$ cat src/rtl/rtc_pkg.sv
package rtc_pkg;
  localparam int REG_NUM    = 16;
  localparam int PTR_W      = $clog2(REG_NUM);
  localparam int TIME_NUM   = 7;
  localparam int SEL_W      = $clog2(TIME_NUM);
  localparam int HOUR_IDX   = 2;
  localparam int WDAY_IDX   = 3;
  localparam int HOUR24_BIT = 5;

  function automatic logic [6:0] bcd2bin(input logic [7:0] b);
    return 7'(b[7:4]) * 7'd10 + 7'(b[3:0]);
  endfunction

  function automatic logic [7:0] bin2bcd(input logic [6:0] v);
    return {4'(v / 7'd10), 4'(v % 7'd10)};
  endfunction

  // 0..20 folded to 0..6
  function automatic logic [2:0] mod7(input logic [4:0] s);
    if (s >= 5'd14) return 3'(s - 5'd14);
    else if (s >= 5'd7) return 3'(s - 5'd7);
    else return 3'(s);
  endfunction

  function automatic logic [7:0] hour24_to_12(input logic [7:0] h);
    logic [6:0] b;
    b = bcd2bin(h);
    if (b == 7'd0) return 8'h12;
    else if (b < 7'd12) return bin2bcd(b);
    else if (b == 7'd12) return 8'h32;
    else return 8'h20 | bin2bcd(b - 7'd12);
  endfunction

  function automatic logic [7:0] hour12_to_24(input logic [7:0] d);
    logic [6:0] b;
    b = bcd2bin({3'b000, d[4:0]});
    if (d[HOUR24_BIT]) b = b + 7'd12;
    if (b == 7'd12 || b == 7'd24) b = b - 7'd12;
    return bin2bcd(b);
  endfunction
endpackage

$ cat src/rtl/rtc_ptr_ctrl.sv
module rtc_ptr_ctrl
  import rtc_pkg::*;
#(
  parameter int PW = PTR_W
) (
  input  logic          clk_i,
  input  logic          rst_ni,
  input  logic          start_wr_i,
  input  logic          start_rd_i,
  input  logic          stop_i,
  input  logic          wr_byte_i,
  input  logic          rd_req_i,
  input  logic [7:0]    wr_data_i,
  output logic [PW-1:0] ptr_o,
  output logic          addr_pend_o,
  output logic [3:0]    fmt_o
);
  logic [PW-1:0] ptr_q;
  logic          pend_q;
  logic [3:0]    fmt_q;

  always_ff @(posedge clk_i or negedge rst_ni) begin
    if (!rst_ni) begin
      ptr_q  <= '0;
      pend_q <= 1'b0;
      fmt_q  <= '0;
    end else if (start_rd_i) begin
      ptr_q  <= '1;
      pend_q <= 1'b0;
    end else if (start_wr_i) begin
      pend_q <= 1'b1;
    end else if (stop_i) begin
      pend_q <= 1'b0;
    end else if (wr_byte_i) begin
      if (pend_q) begin
        ptr_q  <= wr_data_i[7 -: PW];
        fmt_q  <= wr_data_i[3:0];
        pend_q <= 1'b0;
      end else begin
        ptr_q <= ptr_q + PW'(1);
      end
    end else if (rd_req_i) begin
      ptr_q <= ptr_q + PW'(1);
    end
  end

  assign ptr_o       = ptr_q;
  assign addr_pend_o = pend_q;
  assign fmt_o       = fmt_q;

  assert_rd_start_ptr_R3: assert property (@(posedge clk_i) disable iff (!rst_ni)
    start_rd_i |=> ptr_o == '1);
  assert_ptr_step_R1: assert property (@(posedge clk_i) disable iff (!rst_ni)
    (rd_req_i && !start_rd_i && !start_wr_i && !stop_i && !wr_byte_i)
      |=> ptr_o == $past(ptr_o) + PW'(1));
  assert_stop_clears_R11: assert property (@(posedge clk_i) disable iff (!rst_ni)
    (stop_i && !start_rd_i && !start_wr_i) |=> !addr_pend_o);
endmodule

$ cat src/rtl/rtc_regfile.sv
module rtc_regfile
  import rtc_pkg::*;
#(
  parameter int N  = REG_NUM,
  parameter int TN = TIME_NUM,
  localparam int AW = $clog2(N)
) (
  input  logic          clk_i,
  input  logic          rst_ni,
  input  logic          snap_i,
  input  logic [TN*8-1:0] snap_bus_i,
  input  logic          we_i,
  input  logic [AW-1:0] waddr_i,
  input  logic [7:0]    wdata_i,
  input  logic [AW-1:0] raddr_i,
  output logic [7:0]    rdata_o,
  output logic [7:0]    ctrl_o
);
  logic [N*8-1:0] regs_flat;

  for (genvar i = 0; i < N; i++) begin : g_reg
    logic [7:0] q;
    if (i < TN) begin : g_shadow
      always_ff @(posedge clk_i or negedge rst_ni) begin
        if (!rst_ni) q <= '0;
        else if (snap_i) q <= snap_bus_i[i*8 +: 8];
      end
    end else begin : g_store
      always_ff @(posedge clk_i or negedge rst_ni) begin
        if (!rst_ni) q <= '0;
        else if (we_i && waddr_i == AW'(i)) q <= wdata_i;
      end
    end
    assign regs_flat[i*8 +: 8] = q;
  end

  assign rdata_o = regs_flat[raddr_i*8 +: 8];
  assign ctrl_o  = regs_flat[(N-1)*8 +: 8];

  assert_store_range_R4: assert property (@(posedge clk_i) disable iff (!rst_ni)
    (we_i && !snap_i) |-> waddr_i >= AW'(TN));
endmodule

$ cat src/rtl/rtc_wday_track.sv
module rtc_wday_track
  import rtc_pkg::*;
(
  input  logic       clk_i,
  input  logic       rst_ni,
  input  logic       set_i,
  input  logic [2:0] user_i,
  input  logic [2:0] live_i,
  output logic [2:0] wday_o
);
  logic [2:0] off_q;

  always_ff @(posedge clk_i or negedge rst_ni) begin
    if (!rst_ni) off_q <= '0;
    else if (set_i) off_q <= mod7(5'(user_i) + 5'd13 - 5'(live_i));
  end

  assign wday_o = mod7(5'(live_i) + 5'(off_q)) + 3'd1;

  assert_wday_off_range_R8: assert property (@(posedge clk_i) disable iff (!rst_ni)
    off_q < 3'd7);
  assert_wday_out_range_R8: assert property (@(posedge clk_i) disable iff (!rst_ni)
    (live_i < 3'd7) |-> (wday_o != 3'd0));
endmodule

$ cat src/rtl/rtc_time_wr.sv
module rtc_time_wr
  import rtc_pkg::*;
(
  input  logic             clk_i,
  input  logic             rst_ni,
  input  logic             en_i,
  input  logic [SEL_W-1:0] sel_i,
  input  logic [7:0]       data_i,
  input  logic             mode24_i,
  output logic             tk_wr_o,
  output logic [SEL_W-1:0] tk_sel_o,
  output logic [7:0]       tk_data_o
);
  logic [7:0] masked;

  always_comb begin
    unique case (sel_i)
      3'd0, 3'd1: masked = data_i & 8'h7F;
      3'd2:       masked = mode24_i ? (data_i & 8'h3F) : hour12_to_24(data_i);
      3'd4:       masked = data_i & 8'h3F;
      3'd5:       masked = data_i & 8'h1F;
      default:    masked = data_i;
    endcase
  end

  always_ff @(posedge clk_i or negedge rst_ni) begin
    if (!rst_ni) begin
      tk_wr_o   <= 1'b0;
      tk_sel_o  <= '0;
      tk_data_o <= '0;
    end else begin
      tk_wr_o <= en_i;
      if (en_i) begin
        tk_sel_o  <= sel_i;
        tk_data_o <= masked;
      end
    end
  end

  assert_tk_sel_R4: assert property (@(posedge clk_i) disable iff (!rst_ni)
    tk_wr_o |-> (tk_sel_o < SEL_W'(TIME_NUM) && tk_sel_o != SEL_W'(WDAY_IDX)));
  assert_sec_mask_R5: assert property (@(posedge clk_i) disable iff (!rst_ni)
    (tk_wr_o && tk_sel_o < SEL_W'(2)) |-> !tk_data_o[7]);
  assert_mon_mask_R5: assert property (@(posedge clk_i) disable iff (!rst_ni)
    (tk_wr_o && tk_sel_o == SEL_W'(5)) |-> tk_data_o[7:5] == 3'b000);
endmodule

$ cat src/rtl/rtc_reg_engine.sv
module rtc_reg_engine
  import rtc_pkg::*;
#(
  parameter logic [6:0] DEV_ADDR = 7'h32
) (
  input  logic       clk_i,
  input  logic       rst_ni,
  input  logic       start_wr_i,
  input  logic       start_rd_i,
  input  logic       stop_i,
  input  logic       wr_byte_i,
  input  logic [7:0] wr_data_i,
  input  logic       rd_req_i,
  output logic [7:0] rd_data_o,
  output logic       rd_valid_o,
  output logic [3:0] fmt_o,
  input  logic [7:0] live_sec_i,
  input  logic [7:0] live_min_i,
  input  logic [7:0] live_hour_i,
  input  logic [2:0] live_wday_i,
  input  logic [7:0] live_mday_i,
  input  logic [7:0] live_mon_i,
  input  logic [7:0] live_year_i,
  output logic       tk_wr_o,
  output logic [2:0] tk_sel_o,
  output logic [7:0] tk_data_o,
  output logic [6:0] dev_addr_o
);
  logic [PTR_W-1:0] ptr;
  logic             addr_pend;
  logic             data_wr;
  logic             time_wr;
  logic             wday_set;
  logic             reg_we;
  logic [7:0]       ctrl;
  logic [2:0]       wday_now;
  logic [7:0]       hour_snap;
  logic [TIME_NUM*8-1:0] snap_bus;

  rtc_ptr_ctrl u_ptr (
    .clk_i, .rst_ni, .start_wr_i, .start_rd_i, .stop_i, .wr_byte_i, .rd_req_i,
    .wr_data_i, .ptr_o(ptr), .addr_pend_o(addr_pend), .fmt_o
  );

  assign data_wr  = wr_byte_i && !addr_pend && !start_rd_i && !start_wr_i && !stop_i;
  assign time_wr  = data_wr && ptr < PTR_W'(TIME_NUM) && ptr != PTR_W'(WDAY_IDX);
  assign wday_set = data_wr && ptr == PTR_W'(WDAY_IDX);
  assign reg_we   = data_wr && ptr >= PTR_W'(TIME_NUM);

  rtc_wday_track u_wday (
    .clk_i, .rst_ni, .set_i(wday_set), .user_i(wr_data_i[2:0]),
    .live_i(live_wday_i), .wday_o(wday_now)
  );

  assign hour_snap = ctrl[HOUR24_BIT] ? live_hour_i : hour24_to_12(live_hour_i);
  assign snap_bus  = {live_year_i, live_mon_i, live_mday_i, {5'b0, wday_now},
                      hour_snap, live_min_i, live_sec_i};

  rtc_regfile u_regs (
    .clk_i, .rst_ni, .snap_i(start_rd_i), .snap_bus_i(snap_bus),
    .we_i(reg_we), .waddr_i(ptr), .wdata_i(wr_data_i), .raddr_i(ptr),
    .rdata_o(rd_data_o), .ctrl_o(ctrl)
  );

  rtc_time_wr u_twr (
    .clk_i, .rst_ni, .en_i(time_wr), .sel_i(ptr[SEL_W-1:0]), .data_i(wr_data_i),
    .mode24_i(ctrl[HOUR24_BIT]), .tk_wr_o, .tk_sel_o, .tk_data_o
  );

  assign rd_valid_o = rd_req_i;
  assign dev_addr_o = DEV_ADDR;

  assert_addr_no_tk_R2: assert property (@(posedge clk_i) disable iff (!rst_ni)
    (wr_byte_i && addr_pend && !start_rd_i && !start_wr_i && !stop_i) |=> !tk_wr_o);
  assert_hour_pm_R6: assert property (@(posedge clk_i) disable iff (!rst_ni)
    (tk_wr_o && tk_sel_o == 3'd2) |-> tk_data_o[7:6] == 2'b00);
endmodule

$ cat config.mk
export PLATFORM = sky130hd
export DESIGN_NAME = rtc_reg_engine
export DESIGN_NICKNAME = d
export VERILOG_FILES = /design/src/rtl/rtc_pkg.sv /design/src/rtl/rtc_ptr_ctrl.sv /design/src/rtl/rtc_regfile.sv /design/src/rtl/rtc_wday_track.sv /design/src/rtl/rtc_time_wr.sv /design/src/rtl/rtc_reg_engine.sv
export SDC_FILE = /design/constraint.sdc
export NUM_CORES = 1
export LEC_CHECK = 0
export BUFFER_PORTS_ARGS = -buffer_cell sky130_fd_sc_hd__buf_2
export CELL_PAD_IN_SITES_DETAIL_PLACEMENT = 0
export CELL_PAD_IN_SITES_GLOBAL_PLACEMENT = 1
export CORE_MARGIN = 2
export CORE_UTILIZATION = 52
export CTS_BUF_LIST = sky130_fd_sc_hd__clkbuf_4 sky130_fd_sc_hd__clkbuf_8
export DETAILED_ROUTE_END_ITERATION = 12
export GPL_TIMING_DRIVEN = 0
export PLACE_DENSITY = 0.85
export SYNTH_ARGS = -nofsm -noshare
export SYNTH_HDL_FRONTEND = slang
export SYNTH_SLANG_ARGS = --single-unit
export TNS_END_PERCENT = 10
$ cat constraint.sdc
create_clock -name clk_i -period 4.95 [get_ports clk_i]
set_clock_uncertainty 0.05 [all_clocks]
set_input_delay 0.7425 -clock clk_i [delete_from_list [all_inputs] [get_ports clk_i]]
set_output_delay 0.7425 -clock clk_i [all_outputs]
set_load 0.02 [all_outputs]
==> flow_summary.yaml, run 1 <==
grt:
  grt_pass1_wl_um: 40100
  grt_antenna_before_repair: 1
  grt_max_degree: 88
  overflow: 0
  grt_pass1_vias: 7354
  grtUsageTotal_pct: 26.5
power_and_ir_drop:
  p_leak_nw: 5.04
  p_clk_share_pct: 24.9
  pwr-share-seq_pct: 34.8
  sw_frac_of_total_pct: 35.6
  power.internal_mw: 2.62
  p_sw_mw: 1.45
  combPwrFrac_pct: 40.3
  vdd_drop_max_uv: 263
  powerDensity_nw_per_um2: 371
outcome:
  outcome: "completed"
clock_network:
  clock_latency_ns: 0.46
  clock_sinks: 147
  cts_buffers: 17
  cts_tree: "built"
  cts-root-buf: "clkbuf_8"
  clk_path_buf_depth: 2
  htree_num_levels: 4
  cts.clk_slew.worst_paths_ns: 0.08
sta:
  slew_headroom_pct: 34.5
  setup_viol: 0
  fin_crit_ns: 4.81
  drv_slew: 0
  period_share_pct: 97.3
  max_freq_ghz: 0.208
  finalHoldViolCount: 0
  rsz0062_at_grt: "true"
  worst_pin_slew_ns: 0.982
setup_path:
  critical_path_class: "input port to flip-flop"
  worst_setup_path_start_kind: "input port"
  crit_path_end_kind: "flip-flop"
  r2r_setup_slack_ns: 1.66
  cp.arrival_ns: 5.11
  r2r-end: "u_regs.g_reg[13].q[4]"
  cp_max_fo: 5
  r2r-start: "u_ptr.ptr_o[1]"
  crit_required_ns: 5.24
  rr_worst_depth: 8
logic_synthesis:
  synthArstFlopShare_pct: 100
  synth_area_sq_um: 9340
  yosys_warnings: 0
  synth-edff-count: 0
  ys_seq_area_share_pct: 39.4
  ys.flop_type: "dfrtp_1"
  avgSynthCellArea_sq_um: 10.3
  ys_ff_latch: 147
  yosysUniqueCellTypes: 77
  syn_inst: 904
layout:
  final_layout_size_suffix_gt1_share_pct: 32.2
  postLayoutCoreUtil_pct: 61.8
  fillers: 1516
  instances_no_fill: 1272
  syn2layout_area_growth_pct: 17.6
  nets: 1137
job:
  maxCapViolations: 0
drt:
  dr.pass1.iters: 5
  remaining_drc_errors: 0
  first_iter_violations: 402
  wl_per_cell_um: 19.3
  wirelength_um: 24600
  vias: 7548
  antenna_left: 0
  vias_per_cell: 5.93
placement:
  dp_cells: 1229
  io_buffers: 90
  post-dp-hpwl_um: 18500
  gp_congestion: 0.879
min_path:
  min_path_type: "input port to async pin"
die:
  core_sq_um: 17800
  die_x_um: 138
  die_area_sq_um: 19000
  rows: 49
  die_h_um: 138
  start_util_pct: 52.5
  ios: 98
## synthesized netlist by cell type (3+ instances only)
master | instances | area (sq um)
a211oi_1 | 9 | 67.6
a21o_1 | 11 | 82.6
a21oi_1 | 38 | 190
a221oi_1 | 7 | 61.3
a22oi_1 | 4 | 30.0
a31oi_1 | 14 | 87.6
a32oi_1 | 3 | 26.3
and2_1 | 3 | 18.8
buf_1 | 11 | 41.3
buf_2 | 4 | 20.0
buf_4 | 8 | 60.1
clkbuf_1 | 39 | 146
dfrtp_1 | 147 | 3680
fa_1 | 4 | 80.1
ha_1 | 38 | 475
inv_1 | 32 | 120
mux2_2 | 96 | 1080
mux2i_1 | 12 | 120
mux4_2 | 35 | 788
nand2_1 | 98 | 368
nand2b_1 | 7 | 43.8
nand3_1 | 14 | 70.1
nand3b_1 | 3 | 22.5
nand4_1 | 5 | 31.3
nor2_1 | 55 | 206
nor2b_1 | 7 | 43.8
nor3_1 | 16 | 80.1
nor4_1 | 4 | 25.0
o211ai_1 | 8 | 60.1
o21ai_0 | 65 | 325
o221ai_1 | 3 | 26.3
o22ai_1 | 10 | 62.6
o31ai_1 | 5 | 37.5
or2_2 | 5 | 31.3
or3_1 | 7 | 43.8
xnor2_1 | 20 | 175
xor2_1 | 3 | 26.3
## per-layer routing
metal / share of wire, % / global-route usage, % / vias up
met5: 0 / 0 / -
met4: 2.1 / 7.84 / 0
met3: 4.5 / 4.36 / 35
met2: 49 / 43.8 / 203
met1: 45 / 36.4 / 3752
li1: - / - / 3558
## flip-flops by register name, indices dropped and copies added (netlist names)
| name | cells |
|---|---|
| u_twr.tk_sel_o | 3 |
| u_twr.tk_data_o | 8 |
| u_twr.tk_wr_o | 1 |
| u_ptr.ptr_o | 4 |
| u_ptr.fmt_o | 4 |
| u_regs.ctrl_o | 8 |
| u_wday.off_q | 3 |
| u_ptr.addr_pend_o | 1 |
| u_regs.g.q | 115 |
## power by group through the flow
stage          sequential (mW)  combinational (mW)  clock, mW
3_3_place_gp              1.43                1.46          0
4_1_cts                   1.42                1.53       1.03
5_1_grt                   1.43                1.80       1.09
3_5_place_dp              1.44                1.49          0
6_report                  1.42                1.64       1.01
2_1_floorplan             1.42                1.09          0
## how the worst max path moves through the flow
stage                    from              endpoint  slack (ns)  cells after the start
6_report       live_hour_i[7]  u_regs.g_reg[2].q[2]        0.14                     21
5_1_grt        live_hour_i[7]  u_regs.g_reg[2].q[2]        -0.1                     21
4_1_cts        live_hour_i[4]  u_regs.g_reg[2].q[3]      0.0001                     22
3_5_place_dp   live_hour_i[4]  u_regs.g_reg[2].q[2]       -0.91                     23
3_3_place_gp   live_hour_i[4]  u_regs.g_reg[2].q[2]       -0.91                     23
2_1_floorplan  live_hour_i[1]  u_regs.g_reg[2].q[3]       -0.19                     21
## area by class of cell
class	count	area [sq um]	share of cell area [%]
clock buffer	24	312	2.84
sequential	147	3680	33.5
timing repair buffer	101	559	5.09
antenna	1	2.50	0.0228
multi-input combinational	663	5550	50.6
buffer	64	333	3.03
clock inverter	8	124	1.13
inverter	35	135	1.23
tap	229	287	2.61
## logic make-up after synthesis
| group | synth area share, % |
|---|---|
| fa+ha+maj | 6.06 |
| mux | 21.3 |
| flops | 39.4 |
| other cells | 0.0804 |
| simple gates | 11.5 |
| xor+xnor | 2.16 |
| compound gates | 15.0 |
| buf+inv | 4.52 |
## timing repair
item / CTS / global route
buffers inserted: 2 / 8
gates resized for setup: 17 / 51
pin swaps: 5 / 16
endpoints found under the setup margin: 7 / 8
hold buffers: 0 / 0
## per-stage QoR
| stage | hold slack [ns] | setup slack [ns] | setup TNS [ns] | power, mW | area (sq um) |
|---|---|---|---|---|---|
| 5_1_grt | 0.232 | -0.0962 | -0.192 | 4.32 | 11000 |
| 3_3_place_gp | 0.407 | -0.910 | -5.15 | 2.90 | 10200 |
| 3_5_place_dp | 0.416 | -0.911 | -5.65 | 2.92 | 10200 |
| 6_report | 0.197 | 0.135 | 0 | 4.07 | 11000 |
| 4_1_cts | 0.212 | 0.000144 | 0 | 3.98 | 10700 |
| 2_1_floorplan | 0.395 | -0.187 | -0.473 | 2.52 | 9420 |
## placed cells by master (no fill, tap or decap), drive strengths merged, types with 16 or more instances in the layout
master | synthesis | layout
dfrtp | 147 | 147
buf | 25 | 130
nand2 | 98 | 98
mux2 | 96 | 96
o21ai | 67 | 67
clkbuf | 39 | 59
nor2 | 55 | 55
a21oi | 38 | 38
ha | 38 | 38
mux4 | 35 | 35
inv | 33 | 34
xnor2 | 20 | 20
nor3 | 16 | 16
## critical path, stage by stage
cell and delay, ns:
buf_2 0.19, ha_1 0.26, ha_1 0.22, fa_2 0.66, buf_6 0.14, and3b_1 0.19
o2111ai_1 0.21, nand2_1 0.09, or2_4 0.26, or2_4 0.24, a31o_1 0.22, a311oi_2 0.30
xnor2_1 0.15, inv_2 0.09, ha_4 0.16, nor2_1 0.07, o211a_1 0.13, a311oi_2 0.23
a31oi_1 0.14, a2111oi_2 0.33, nor3_1 0.07
No activity file was read; power rests on OpenSTA's default activity.
==> run 2: changes to the inputs <==
--- a/config.mk
+++ b/config.mk
@@ -5,11 +5,13 @@
 export SDC_FILE = /design/constraint.sdc
 export NUM_CORES = 1
 export LEC_CHECK = 0
+export ABC_AREA = 1
 export BUFFER_PORTS_ARGS = -buffer_cell sky130_fd_sc_hd__buf_2
 export CELL_PAD_IN_SITES_DETAIL_PLACEMENT = 0
 export CELL_PAD_IN_SITES_GLOBAL_PLACEMENT = 1
+export CORE_ASPECT_RATIO = 2
 export CORE_MARGIN = 2
-export CORE_UTILIZATION = 52
+export CORE_UTILIZATION = 48
 export CTS_BUF_LIST = sky130_fd_sc_hd__clkbuf_4 sky130_fd_sc_hd__clkbuf_8
 export DETAILED_ROUTE_END_ITERATION = 12
 export GPL_TIMING_DRIVEN = 0
@@ -17,4 +19,3 @@
 export SYNTH_ARGS = -nofsm -noshare
 export SYNTH_HDL_FRONTEND = slang
 export SYNTH_SLANG_ARGS = --single-unit
-export TNS_END_PERCENT = 10
==> run 2 against run 1 <==
Worst setup slack improved by 0.34 ns. Largest power group unchanged. Sequential power increased by 11%. First-iteration DRC count increased by 1.2%. Total power up 8.5%. Synthesized cell count grew 32%. Worst hold slack better by 0.022 ns.
==> flow_summary.yaml, run 2 <==
sta:
  period_share_pct: 90.5
  setup_viol: 0
  worst_pin_slew_ns: 1.20
  drv_slew: 0
  fin_hold_ws_ns: 0.219
  rsz0062_at_grt: "false"
  max_freq_ghz: 0.223
  slew_headroom_pct: 19.7
  fin_crit_ns: 4.48
  finalHoldViolCount: 0
drt:
  first_iter_violations: 407
  wl_per_cell_um: 17.6
  wirelength_um: 26900
  remaining_drc_errors: 0
  antenna_left: 0
  vias: 8306
  dr.pass1.iters: 5
  vias_per_cell: 5.41
clock_network:
  clock_latency_ns: 0.46
  clock_sinks: 147
  cts_tree: "built"
  cts_buffers: 17
  ctsHoldBuffers: 0
  clk_path_buf_depth: 2
  postCtsSetupBuffers: 0
  cts-root-buf: "clkbuf_8"
  cts.clk_slew.worst_paths_ns: 0.09
  cts_resized: 0
  htree_num_levels: 4
layout:
  nets: 1413
  largest_reg_flops: 115
  num_antenna_cells: 0
  top_register: "u_regs.g.q"
  final_layout_size_suffix_gt1_share_pct: 14.0
  final_cell_mix: "309 x nand2_1, 169 x o21ai_0, 147 x dfrtp_1"
  syn2layout_area_growth_pct: 13.0
  final_common_cell: "nand2_1"
  design_area_sq_um: 10100
grt:
  grt_use_met3_pct: 4.54
  grt_pass1_vias: 8375
  busiest_layer: "met2"
  grtUsageTotal_pct: 28.4
  grtUsageMet1_pct: 28.3
  grt_max_degree: 83
  grt_use_met2_pct: 55.0
  overflow: 0
  grt_pass1_wl_um: 42800
  grt_antenna_before_repair: 1
setup_path:
  cp_slowest_stage_delay_ns: 0.74
  crit_path_end_kind: "flip-flop"
  worst_setup_path_start_kind: "input port"
  critPathSlowestCell: "fa_1"
  cp_max_fo: 9
  cp.arrival_ns: 4.83
  r2r-start: "u_ptr.ptr_o[0]"
  r2r-end: "u_twr.tk_data_o[5]"
  r2r_setup_slack_ns: 1.78
  crit_path_start: "live_hour_i[4]"
  rr_worst_depth: 13
  critical_path_class: "input port to flip-flop"
  crit_required_ns: 5.31
placement:
  place_area_sq_um: 9680
  gp_congestion: 0.939
  io_buffers: 88
  post-dp-hpwl_um: 21700
logic_synthesis:
  synth_common_cells: "309 x nand2_1, 169 x o21ai_0, 147 x dfrtp_1"
  yosys_warnings: 0
  ys.flop_type: "dfrtp_1"
  synth_area_leaders: "dfrtp_1 41%, nand2_1 13%, o21ai_0 9.5%"
  ys_seq_area_share_pct: 41.3
  synthArstFlopShare_pct: 100
  avgSynthCellArea_sq_um: 7.48
  syn_inst: 1192
  synth_top_cell_by_area: "dfrtp_1"
  yosysUniqueCellTypes: 47
  synth-edff-count: 0
  synth_top_area_share_pct: 41.3
  ys_ff_latch: 147
  synth_area_sq_um: 8920
  yosysMostFrequentCell: "nand2_1"
power_and_ir_drop:
  powerDensity_nw_per_um2: 438
  p_leak_nw: 5.22
  vdd_drop_max_uv: 326
die:
  start_util_pct: 48.9
  rows: 70
  die_h_um: 197
  die_area_sq_um: 19700
  ios: 98
  die_x_um: 100
  core_sq_um: 18200
min_path:
  min_path_type: "input port to async pin"
job:
  maxCapViolations: 0
outcome:
  outcome: "completed"
-- run 2: layout make-up --
type | instances | area [sq um]
fill | 1893 | 8140
multi-input combinational | 848 | 4470
sequential | 147 | 3680
inverter | 149 | 559
timing repair buffer | 89 | 474
clock buffer | 20 | 275
tap | 216 | 270
buffer | 53 | 230
clock inverter | 12 | 123
-- run 2: layer usage --
layer / part of all wire (%) / up-vias
met5: 0.041 / -
met4: 4.7 / 2
met2: 57 / 200
li1: - / 4118
met3: 3.7 / 70
met1: 35 / 3916
-- run 2: metrics by stage --
| stage | setup WS [ns] | std cells | total power [mW] | util (%) | setup TNS (ns) |
|---|---|---|---|---|---|
| 2_1_floorplan | 0.892 | 1197 | 2.94 | - | 0 |
| 3_3_place_gp | -0.0204 | 1501 | 3.46 | 52.9 | -0.0204 |
| 3_5_place_dp | -0.0456 | 1502 | 3.50 | 53.1 | -0.0520 |
| 4_1_cts | 0.450 | 1534 | 4.43 | 55.3 | 0 |
| 5_1_grt | 0.0173 | 1534 | 4.75 | 55.3 | 0 |
| 6_report | 0.473 | 1534 | 4.42 | 55.3 | 0 |
-- run 2: worst max-delay path by stage --
stage / endpoint / slack (ns) / cells after the start
final: u_regs.g_reg[2].q[2] / 0.47 / 30
after global routing: u_regs.g_reg[2].q[2] / 0.02 / 32
after CTS: u_regs.g_reg[2].q[2] / 0.45 / 30
after detailed placement: u_regs.g_reg[2].q[2] / -0.05 / 30
after global placement: u_regs.g_reg[2].q[2] / -0.02 / 30
after floorplan: u_regs.g_reg[2].q[2] / 0.89 / 31
-- run 2: kinds of logic (layout without fill, tap and decap cells) --
| group | Yosys count | in the layout | share of synthesized area [%] |
|---|---|---|---|
| and+or+nand+nor | 506 | 506 | 24.7 |
| adders and majority gates | 42 | 42 | 6.23 |
| DFF | 147 | 147 | 41.3 |
| other | 2 | 7 | 0.0842 |
| buffers and inverters | 202 | 323 | 8.85 |
| AOI/OAI and AO/OA | 283 | 283 | 17.9 |
| xor gates and xnor gates | 10 | 10 | 1.07 |
-- run 2: report_power, final --
| part | internal [mW] | leakage (nW) | switching [mW] | total, mW |
|---|---|---|---|---|
| combinational | 0.642 | 3.15 | 1.26 | 1.90 |
| sequential | 1.44 | 1.88 | 0.137 | 1.57 |
| clock | 0.446 | 0.193 | 0.498 | 0.944 |
| total | 2.52 | 5.22 | 1.90 | 4.42 |
-- run 2: critical path: cells and delay by family --
family	cells	cell delay, ns
simple gates	19	1.80
fa+ha+maj	4	1.49
buf+inv	6	0.68
compound gates	1	0.10
